==> config.mk <==
export PLATFORM = sky130hd
export DESIGN_NAME = irq_level_eval
export DESIGN_NICKNAME = d
export VERILOG_FILES = /design/src/rtl/irq_pkg.sv /design/src/rtl/irq_datapath.sv /design/src/rtl/irq_control.sv /design/src/rtl/irq_level_eval.sv
export SDC_FILE = /design/constraint.sdc
export NUM_CORES = 1
export LEC_CHECK = 0
export ABC_AREA = 0
export BUFFER_PORTS_ARGS = -buffer_cell sky130_fd_sc_hd__buf_4
export CAP_MARGIN = 25
export CELL_PAD_IN_SITES_DETAIL_PLACEMENT = 0
export CELL_PAD_IN_SITES_GLOBAL_PLACEMENT = 1
export CORE_UTILIZATION = 31
export CTS_CLUSTER_SIZE = 30
export DETAILED_ROUTE_END_ITERATION = 12
export PLACE_DENSITY = 0.88
export SLEW_MARGIN = 20
export SYNTH_ARGS = -nofsm -noshare
export SYNTH_HDL_FRONTEND = slang
export SYNTH_SLANG_ARGS = --single-unit
==> constraint.sdc <==
create_clock -name clk -period 7.7 [get_ports clk]
set_clock_uncertainty 0.05 [all_clocks]
set_input_delay 0.385 -clock clk [delete_from_list [all_inputs] [get_ports clk]]
set_output_delay 0.385 -clock clk [all_outputs]
set_load 0.01 [all_outputs]
==> src/rtl/irq_pkg.sv <==
package irq_pkg;
  // Strobes from control to datapath
  typedef struct packed {
    logic latchEn;   // capture summary and level this edge
  } irq_ctl_t;
endpackage

==> src/rtl/irq_datapath.sv <==
module irq_datapath #(
  parameter int DATA_W         = 32,
  parameter int SW_LO          = 4,
  parameter int SW_N           = 15,
  parameter int EXT_N          = 5,
  parameter int EXT_SUM_LO     = 20,
  parameter int EXT_LEVEL_BASE = 20,
  parameter int LVL_W          = 5,
  localparam int SUM_W         = EXT_SUM_LO + EXT_N
) (
  input  logic                 clk,
  input  logic                 rst,
  input  logic                 swWe,
  input  logic [DATA_W-1:0]    swWdata,
  input  logic                 lvlWe,
  input  logic [DATA_W-1:0]    lvlWdata,
  input  logic [EXT_N-1:0]     extLines,
  input  irq_pkg::irq_ctl_t    ctl,
  output logic                 above,
  output logic [DATA_W-1:0]    swReq,
  output logic [LVL_W-1:0]     curLevel,
  output logic [SUM_W-1:0]     intSummary,
  output logic [LVL_W-1:0]     intId
);
  localparam logic [DATA_W-1:0] SW_MASK = ((DATA_W'(1) << SW_N) - DATA_W'(1)) << SW_LO;

  logic [LVL_W-1:0] pendLevel;
  logic [SUM_W-1:0] pendSum;

  // Priority scan: software first, then external; the last set source wins
  always_comb begin
    pendLevel = '0;
    pendSum   = '0;
    for (int i = 0; i < SW_N; i++) begin
      if (swReq[SW_LO+i]) begin
        pendLevel        = LVL_W'(i + 1);
        pendSum[SW_LO+i] = 1'b1;
      end
    end
    for (int j = 0; j < EXT_N; j++) begin
      if (extLines[j]) begin
        pendLevel             = LVL_W'(EXT_LEVEL_BASE + j);
        pendSum[EXT_SUM_LO+j] = 1'b1;
      end
    end
  end

  assign above = (pendLevel != '0) && (pendLevel > curLevel);

  always_ff @(posedge clk) begin
    if (rst) begin
      swReq      <= '0;
      curLevel   <= '0;
      intSummary <= '0;
      intId      <= '0;
    end else begin
      if (swWe)  swReq    <= swWdata & SW_MASK;
      if (lvlWe) curLevel <= lvlWdata[LVL_W-1:0];
      if (ctl.latchEn) begin
        intSummary <= pendSum;
        intId      <= pendLevel;
      end
    end
  end
endmodule

==> src/rtl/irq_control.sv <==
module irq_control (
  input  logic               clk,
  input  logic               rst,
  input  logic               evalEn,
  input  logic               rfe,
  input  logic               above,
  output irq_pkg::irq_ctl_t  ctl,
  output logic               intTake
);
  logic armed;
  logic takeNow;

  assign takeNow     = evalEn && armed && above;
  assign ctl.latchEn = takeNow;

  always_ff @(posedge clk) begin
    if (rst) begin
      armed   <= 1'b1;
      intTake <= 1'b0;
    end else begin
      intTake <= takeNow;
      if (takeNow)  armed <= 1'b0;
      else if (rfe) armed <= 1'b1;
    end
  end
endmodule

==> src/rtl/irq_level_eval.sv <==
module irq_level_eval #(
  parameter int DATA_W         = 32,
  parameter int SW_LO          = 4,
  parameter int SW_N           = 15,
  parameter int EXT_N          = 5,
  parameter int EXT_SUM_LO     = 20,
  parameter int EXT_LEVEL_BASE = 20,
  parameter int LVL_W          = 5,
  localparam int SUM_W         = EXT_SUM_LO + EXT_N
) (
  input  logic              clk,
  input  logic              rst,
  input  logic              swWe,
  input  logic [DATA_W-1:0] swWdata,
  input  logic              lvlWe,
  input  logic [DATA_W-1:0] lvlWdata,
  input  logic [EXT_N-1:0]  extLines,
  input  logic              evalEn,
  input  logic              rfe,
  output logic [DATA_W-1:0] swReq,
  output logic [LVL_W-1:0]  curLevel,
  output logic              intTake,
  output logic [SUM_W-1:0]  intSummary,
  output logic [LVL_W-1:0]  intId
);
  irq_pkg::irq_ctl_t ctl;
  logic above;

  irq_datapath #(
    .DATA_W(DATA_W), .SW_LO(SW_LO), .SW_N(SW_N), .EXT_N(EXT_N),
    .EXT_SUM_LO(EXT_SUM_LO), .EXT_LEVEL_BASE(EXT_LEVEL_BASE), .LVL_W(LVL_W)
  ) u_dp (
    .clk(clk), .rst(rst), .swWe(swWe), .swWdata(swWdata),
    .lvlWe(lvlWe), .lvlWdata(lvlWdata), .extLines(extLines),
    .ctl(ctl), .above(above), .swReq(swReq), .curLevel(curLevel),
    .intSummary(intSummary), .intId(intId)
  );

  irq_control u_ctl (
    .clk(clk), .rst(rst), .evalEn(evalEn), .rfe(rfe),
    .above(above), .ctl(ctl), .intTake(intTake)
  );
endmodule

Word-level counts from Yosys, hierarchy flattened

Index checks and enable logic that the tools add are counted.

Bits in latches: 0
Output and inout bits: 68
Bits of input ports: 75
Memory bits (read-only): 0
Memories: 0
Register bits: 47
Memory bits (writable): 0
Word-level logic and storage cells: 54

Reduce and logical (&&, ||, !) cells: 5
Eq/ne operators: 0
$mul: 0
Shifts and indexed selects: 0
$add $sub $neg: 0
Magnitude comparators: 1
Bitwise gates (word level): 0
Div/mod/pow operators: 0
Muxes and demuxes: 42

Operator list:

| cell              | count |
|---|---|
| $mux 5            | 19 |
| $mux 1            | 23 |
| $gt 5x5->1        | 1 |
| $reduce_bool 5->1 | 1 |
| $logic_and 1x1->1 | 3 |
| $reduce_bool 2->1 | 1 |

Depth between registers and ports, before layout

Gate-level depths: netlist of the first run.

Word-level depth: 24
Gate-level depth with buffers: 13

Modules after synthesis

Synthesis of the first run repeated with hierarchy kept, for this count alone.

Cell total of the unflattened synthesis: 231
Area total of the unflattened synthesis: 2194.6 um^2

Modules (own cells, without submodules):

| module       | cells each | sequential area each (um^2) | area each (um^2) | instances |
|---|---|---|---|---|
| irq_datapath | 225        | 900.9                       | 2118.3           | 1 |
| irq_control  | 6          | 40.0                        | 76.3             | 1 |

Worst setup path before layout of the first run

Ideal clock, no wire load.

Path kind: reg2reg
Start: reg u_dp.swReq[12]
End: reg u_dp.intId[2]
Period minus slack after synthesis: 2954 ps
Arrival time: 2787 ps
Path slack: 4746 ps
Cell stages (with the launch flop): 14
Cells stage by stage: dfxtp_1 > nor2_1 > o31ai_1 > o211ai_1 > and3b_1 > ha_1 > nand3b_1 > a21o_1 > a21oi_2 > o31ai_4 > and2b_1 > buf_6 > buf_12 > a22o_2

Cells in the longest elaborated chain, start to end: 15
Elaborated cells between the ends (all ways): 16
Those cells by class: order compare (1); mux (12); reduce/logical (3)

RTL lines:

| item                                                   | RTL line           | RTL |
|---|---|---|
| start, declared                                        | irq_datapath.sv:20 | `output logic [DATA_W-1:0] swReq,` |
| start signal, assigned                                 | irq_datapath.sv:57 | `if (swWe) swReq <= swWdata & SW_MASK;` |
| $mux 5 * (7 in series)                                 | irq_datapath.sv:35 | `if (swReq[SW_LO+i]) begin` |
| $mux 5 * (5 in series)                                 | irq_datapath.sv:41 | `if (extLines[j]) begin` |
| named net u_dp.pendLevel[1]                            | irq_datapath.sv:27 | `logic [LVL_W-1:0] pendLevel;` |
| $gt 5x5->1 / $reduce_bool 5->1 (equally long branches) | irq_datapath.sv:48 | `assign above = (pendLevel != '0) && (pendLevel > curLevel);` |
| $logic_and 1x1->1 *                                    | irq_datapath.sv:48 |  |
| $logic_and 1x1->1 *                                    | irq_control.sv:13  | `assign takeNow = evalEn && armed && above;` |
| end signal, assigned                                   | irq_datapath.sv:61 | `intId <= pendLevel;` |
| end, declared                                          | irq_datapath.sv:23 | `output logic [LVL_W-1:0] intId` |

Mark *: on every way through the listed nets, which the timed path passes. The rest lies on a longest branch.
A chain may end at the register's enable or synchronous reset.

Worst setup path after layout of the first run

Start: reg u_dp.swReq[8]
End: reg u_dp.intId[3]

Cells in the longest elaborated chain, start to end: 19
Elaborated cells between the ends (all ways): 20
Those cells by class: order compare (1); mux (16); reduce/logical (3)

RTL lines:

| item                                                   | RTL line |
|---|---|
| $mux 5 * (11 in series)                                | irq_datapath.sv:35 |
| $mux 5 * (5 in series)                                 | irq_datapath.sv:41 |
| $gt 5x5->1 / $reduce_bool 5->1 (equally long branches) | irq_datapath.sv:48 |
| $logic_and 1x1->1                                      | irq_datapath.sv:48 |
| $logic_and 1x1->1                                      | irq_control.sv:13 |

Every way passes the cells marked *; elsewhere a longest branch is shown, timed or not.

==> flow_metrics.tcl, run 1 <==
set metrics [dict create \
    status "finished, final reports clean" \
    worstSetupPathType "flip-flop to flip-flop" \
    fill_cells 649 \
    synth_seq_cells 47 \
    initial_core_util_pct 33.0 \
    ant_nets 0 \
    synthDistinctLibCells 42 \
    power_density_nw_per_um2 209 \
    dr_total_vias 1747 \
    die_x_um 85.2 \
    rr_endpoint "u_dp.intId[3]" \
    root_buffer "clkbuf_8" \
    grt_antenna_before_repair 0 \
    drv_cap 0 \
    start_kind "flip-flop" \
    postLayoutSetupSlackWorst_ns 4.35 \
    synth_top_area_cell "dfxtp_1" \
    coreArea_um2 6490 \
    hp-class "primary input to flip-flop" \
    postCtsSetupBuffers 0 \
    synth_warnings 0 \
    placed_area_um2 2670 \
    htreeDepth 2 \
    dr.pass1.iters 4 \
    cts_tree "done" \
    min-delay-start "rfe" \
    synth_top_area_share_pct 43.9 \
    ctsResizeCount 0 \
    nets 369 \
    arrival_ns 3.49 \
    rsz0062_at_grt "no" \
    viasPerCell 4.76 \
    drc 0 \
    grt_pass1_vias 1607 \
    clock_sinks 47 \
    maxSlewViolCount 0 \
    diodes 0 \
    pin_count 143 \
    wl_per_cell_um 13.9 \
    max_stage_delay_ns 0.51 \
    clk_pin_slew_ns 0.10 \
    synthTopCellsByArea "dfxtp_1, mux2i_1, buf_4" \
    min_to "u_ctl.armed" \
    setup_viol 0 \
    synth_area_per_cell_um2 9.92 \
    rows 29 \
    port_buffers 76 \
    grt_overflow_total 0 \
    power_mw 0.585 \
    cts_made_buffers 5 \
    setup.worst_path.end_class "flip-flop" \
    stdcell_area_um2 2800 \
    track_usage_pct 14.1 \
    seq_area_frac_synth_pct 43.9 \
    synth_area_um2 2140 \
    ir_drop_mv 0.0807 \
    synth_edf_count 0 \
    synth_ff_type "dfxtp_1" \
    syn2layout_area_growth_pct 30.8 \
    dpl_worst_slack_ns 4.31 \
    drt-initial-drc-count 67 \
    fin_crit_sh_pct 43.5 \
    tns_ns 0 \
    r2r_cells 11 \
    r2r_start "u_dp.swReq[8]" \
    reg2reg_slack_ns 4.35 \
    wl_mm 5.08 \
    dieArea_um2 7250 \
    leakage_nw 1.32 \
    gp_congestion 0.786 \
    path_max_fanout 19 \
    post_synth_inst_count 216 \
    holdWs_ns 0.257 \
    ys_async_sr_fraction_pct 0 \
    final_core_util_pct 43.2 \
    layout-drive-gt1-share_pct 34.5 \
    place_hpwl_mm 3.81 \
    clock_path_buffers 2 \
    holdBufCountCts 0 \
    max_freq_ghz 0.299 \
    final_cells 367 \
    max_slew_margin_pct 57.3 \
    worstPathRequired_ns 7.84 \
    hold_depth 3 \
    dp_cells 359 \
    slowest_stage "dfxtp_1" \
    tightestPinTransition_ns 0.641 \
    finalHoldViolations 0 \
    crit_chain "inv_1, a221oi_1, o2111a_1, nor2_1, ha_1, nand3b_1, a21o_1, a21oi_2, o31ai_4, and2b_1, a22o_2" \
    min_period_ns 3.35 \
    grt_pass1_wl_mm 7.91 \
    startpoint "u_dp.swReq[8]" \
    grt_max_degree 30 \
    die-height_um 85.2 \
    clock_latency_ns 0.30 \
]
[power breakdown]
part           switching (mW)  leakage (nW)  internal [mW]  total (mW)
Clock                  0.0846        0.0644          0.129       0.214
Combinational          0.0506         0.871         0.0492      0.0998
Sequential             0.0139         0.385          0.257       0.271
[kinds of logic after synthesis]
group	share of synthesized area [%]
adders and majority gates	2.92
other	0.175
DFF	43.9
muxes	9.81
AOI/OAI and AO/OA	19.1
buffers and inverters	12.1
and+or+nand+nor	12.0
[worst max-delay path by stage]
stage                               to  slack [ns]  cells past startpoint
finish                   u_dp.intId[3]        4.35                     11
detailed placement       u_dp.intId[3]        4.31                     11
global route             u_dp.intId[3]        4.08                     11
CTS                      u_dp.intId[3]        4.27                     11
floorplan                u_dp.intId[2]        4.75                     13
global placement    u_dp.intSummary[5]        4.36                     11
[synthesized netlist by cell type (3+ instances only)]
library cell and number:
a21oi_1 6, a22o_1 9, a22o_2 10, a22oi_1 4, buf_1 3, buf_4 22, clkbuf_1 3, dfxtp_1 47
ha_1 5, inv_1 8, mux2i_1 21, nand2_1 4, nand2b_1 3, nor2_1 35, nor4_1 3, o21ai_0 3
[registers in the layout, summed over array words and instances (netlist names)]
signal,count
u_ctl.intTake,1
u_dp.intId,5
u_dp.curLevel,5
u_ctl.armed,1
u_dp.intSummary,20
u_dp.swReq,15
[per-layer routing]
metal	track usage, %	share of wire, %	vias to the layer above
li1	-	-	869
met1	18.2	46	803
met2	22.4	46	68
met3	3.50	6.0	7
met4	5.70	1.5	0
met5	0	0	-
[final cells by class]
class                      instances  area [um^2]  share of cell area, %
clock buffer                       5         68.8                   2.45
timing repair buffer              77          578                   20.6
sequential                        47          941                   33.6
inverter                           8         30.0                   1.07
clock inverter                     3         67.6                   2.41
tap                               77         96.3                   3.44
multi-input combinational        150         1020                   36.5
[worst max-delay path: cells and delay by family (launching register included)]
family,cells,cell delay [ns]
adders and majority gates,1,0.17
DFF,1,0.51
AOI/OAI and AO/OA,6,1.78
and+or+nand+nor,3,0.65
buffers and inverters,1,0.07
[cells in the final DEF, fill, tap and decap left out, drive strengths merged, types with 2 or more instances in the layout]
master / Yosys / final
o31ai: 2 / 2
inv: 8 / 8
nand2b: 3 / 3
o21ai: 3 / 3
mux2i: 21 / 21
bufinv: 0 / 2
conb: 1 / 22
a22o: 19 / 19
nand2: 4 / 4
o211ai: 2 / 2
ha: 5 / 5
buf: 29 / 77
a21oi: 7 / 7
clkbuf: 3 / 5
nor2: 35 / 35
a21o: 2 / 2
nor4: 3 / 3
dfxtp: 47 / 47
a22oi: 4 / 4
and2b: 2 / 2
No activity file was read; power rests on OpenSTA's default activity.
==> inputs of run 2 (changes only) <==
--- a/config.mk
+++ b/config.mk
@@ -5,15 +5,15 @@
 export SDC_FILE = /design/constraint.sdc
 export NUM_CORES = 1
 export LEC_CHECK = 0
-export ABC_AREA = 0
+export ABC_AREA = 1
 export BUFFER_PORTS_ARGS = -buffer_cell sky130_fd_sc_hd__buf_4
 export CAP_MARGIN = 25
 export CELL_PAD_IN_SITES_DETAIL_PLACEMENT = 0
 export CELL_PAD_IN_SITES_GLOBAL_PLACEMENT = 1
-export CORE_UTILIZATION = 31
+export CORE_UTILIZATION = 25
 export CTS_CLUSTER_SIZE = 30
 export DETAILED_ROUTE_END_ITERATION = 12
-export PLACE_DENSITY = 0.88
+export PLACE_DENSITY = 0.79
 export SLEW_MARGIN = 20
 export SYNTH_ARGS = -nofsm -noshare
 export SYNTH_HDL_FRONTEND = slang
==> constraint.sdc (replaced) <==
create_clock -name clk -period 2.9 [get_ports clk]
set_clock_uncertainty 0.05 [all_clocks]
set_input_delay 0.145 -clock clk [delete_from_list [all_inputs] [get_ports clk]]
set_output_delay 0.145 -clock clk [all_outputs]
set_load 0.01 [all_outputs]
==> run 2 against run 1 <==
Net effect:
- the flow now finishes with violations (negative setup slack)
- core utilization is 2.1 points lower
- worst hold slack worse by 0.21 ns
- synthesized cell count increased by 44%
- clock-buffer cell count grew 3
- sequential cell count is the same
- final cell count grew 48%
- via count increased by 28%
- combinational power grew to 6.8 times the previous value
- highest routed layer unchanged
==> flow_metrics.tcl, run 2 <==
set metrics [dict create \
    final_common_cell "buf_4" \
    post_synth_inst_count 311 \
    setup.worst_path.end_class "flip-flop" \
    power.share.clock_pct 23.4 \
    p_sw_share_pct 31.0 \
    root_buffer "clkbuf_8" \
    grt_antenna_before_repair 0 \
    r2r_start "u_dp.swReq[6]" \
    synthDistinctLibCells 25 \
    diodes 0 \
    grt_pass1_wl_mm 9.89 \
    synth_edf_count 0 \
    layout-drive-gt1-share_pct 45.3 \
    rsz0062_at_grt "yes" \
    cts_tree "done" \
    coreArea_um2 8680 \
    ir_drop_mv 0.211 \
    placed_area_um2 3100 \
    die_x_um 96.4 \
    reg2reg_slack_ns -0.18 \
    start_kind "flip-flop" \
    die-height_um 96.4 \
    rows 34 \
    min-delay-start "lvlWdata[0]" \
    initial_core_util_pct 25.7 \
    htreeDepth 2 \
    fin_crit_sh_pct 106 \
    synth_top_area_cell "dfxtp_1" \
    synthSimpleGateAreaFrac_pct 25.4 \
    holdWs_ns 0.0456 \
    wl_mm 6.38 \
    hp-class "primary input to flip-flop" \
    nets 514 \
    drv_cap 0 \
    postLayoutSetupSlackWorst_ns -0.184 \
    wl_per_cell_um 11.7 \
    clock_latency_ns 0.29 \
    synth_commonest_cells "nand2_1, dfxtp_1, nor2_1" \
    rr_endpoint "u_dp.intSummary[12]" \
    synth_area_um2 2230 \
    arrival_ns 3.24 \
    synth_compound_area_share_pct 12.7 \
    setup_viol 25 \
    cts_made_buffers 5 \
    violations "negative setup slack" \
    grt_max_degree 31 \
    worstPathRequired_ns 3.05 \
    power_frac_comb_pct 36.2 \
    maxSlewViolCount 0 \
    dieArea_um2 9300 \
    track_usage_pct 14.0 \
    max_slew_margin_pct 51.6 \
    synth_warnings 0 \
    top_register "u_dp.intSummary" \
    pwr-share-seq_pct 40.4 \
    gp_congestion 0.772 \
    finalHoldViolations 0 \
    max_freq_ghz 0.324 \
    synthTopCellsByArea "dfxtp_1, nand2_1, nor2_1" \
    clock_path_buffers 2 \
    r2r_cells 23 \
    synth_top_area_share_pct 42.2 \
    drc 0 \
    final_core_util_pct 41.0 \
    drt-initial-drc-count 76 \
    grt_overflow_total 0 \
    synth_area_per_cell_um2 7.17 \
    synthAdderAreaFrac_pct 2.81 \
    syn2layout_area_growth_pct 59.8 \
    startpoint "u_dp.swReq[6]" \
    reg_top3 "u_dp.intSummary x20, u_dp.swReq x15" \
    grt_pass1_vias 2058 \
    pin_count 143 \
    yosys-mux-area-fraction_pct 0 \
    clock_sinks 47 \
    dr_total_vias 2237 \
    clk_pin_slew_ns 0.09 \
    viasPerCell 4.12 \
    port_buffers 76 \
    layout_common_cells "buf_4, nand2_1, dfxtp_1, nor2_1" \
    synth_ff_type "dfxtp_1" \
    largest_reg_flops 20 \
    dr.pass1.iters 4 \
    synth_top_family_by_area "simple AND/OR/NAND/NOR gates" \
    synth_seq_cells 47 \
    path_max_fanout 8 \
    min_period_ns 3.08 \
    seq_area_frac_synth_pct 42.2 \
    synthXorXnorAreaFrac_pct 0 \
    place_hpwl_mm 4.57 \
    ant_nets 0 \
    netSwitchingPower_mw 0.584 \
    ys_async_sr_fraction_pct 0 \
    status "finished, violations left" \
    worstSetupPathType "flip-flop to flip-flop" \
    leakage_nw 1.77 \
    tns_ns -4.04 \
    yosysMostFrequentCell "nand2_1" \
    tightestPinTransition_ns 0.725 \
    p_int_mw 1.30 \
    stdcell_area_um2 3560 \
    power_density_nw_per_um2 528 \
    endpoint "u_dp.intSummary[12]" \
]
## run 2: changes by cell type in the layout (fill, tap and decap cells not counted), sizes merged, moves of 7 or more
cell   delta
nand3     +7
buf      +50
mux2i    -21
a22o     -19
o21ai    +20
inv      +26
nor2     +19
a21oi    +17
nand2    +69
## run 2: worst min path at each step
stage / to / cells past startpoint / slack, ns
6_report: u_dp.curLevel[0] / 3 / 0.05
5_1_grt: u_dp.curLevel[0] / 3 / 0.05
4_1_cts: u_ctl.armed / 3 / 0.05
3_5_place_dp: u_ctl.intTake / 2 / 0.28
3_3_place_gp: u_dp.intId[0] / 2 / 0.28
2_1_floorplan: u_ctl.intTake / 1 / 0.16
## run 2: cell type report
class	instances	area (um^2)
Sequential cell	47	945
Tap cell	108	135
Timing Repair Buffer	129	1140
Fill cell	916	5120
Multi-Input combinational cell	217	1110
Inverter	34	128
Clock buffer	8	100
## run 2: metrics by stage
stage          power, mW  setup WS (ns)  std cells
3_5_place_dp        1.30         -0.184        523
3_3_place_gp        1.29         -0.133        523
5_1_grt             2.01         -0.433        543
4_1_cts             1.87         -0.215        542
2_1_floorplan       1.07         0.0974        332
6_report            1.88         -0.184        543
## run 2: power by group through the flow
stage                     Combinational, mW  Clock [mW]  Sequential (mW)
after floorplan                       0.268           0            0.801
after global placement                0.522           0            0.770
after detailed placement              0.527           0            0.772
after CTS                             0.655       0.460            0.759
after global routing                  0.749       0.487            0.770
final                                 0.681       0.440            0.760
## run 2: repair_timing
item	CTS	global route
pin swaps	12	15
buffers inserted	7	1
resized for setup	28	24
gates cloned	3	1
endpoints found under the hold margin	3	0
hold buffers	1	0
endpoints found under the setup margin	24	27
## run 2: routing by layer
metal	vias to the layer above	share of wire, %	GRT usage [%]	routed length, um
li1	1172	-	-	-
met1	1005	45	17.7	2900
met2	55	48	23.4	3030
met3	5	5.7	3.52	365
met4	0	1.2	4.04	78
met5	-	0	0	0
## run 2: worst max-delay path: stages (launching register included)
cell and delay [ns]:
dfxtp_2 0.34, o211ai_1 0.18, nand3_1 0.11, nand3_1 0.09, nand3_1 0.08, nand3_1 0.09, nand3_2 0.08, nand2_2 0.09
a31oi_4 0.09, ha_1 0.30, inv_2 0.04, nor2_4 0.09, nand2_1 0.05, o221a_1 0.23, a311oi_2 0.29, o21ai_1 0.13
nand2_1 0.10, inv_2 0.05, nand2_4 0.08, buf_12 0.13, buf_16 0.13, nand2_1 0.06, nand2_1 0.06, nor2_1 0.04
## run 2: kinds of logic after synthesis
| logic type | Yosys count |
|---|---|
| compound gates | 52 |
| simple gates | 138 |
| other cells | 1 |
| flops | 47 |
| buf+inv | 68 |
| fa+ha+maj | 5 |
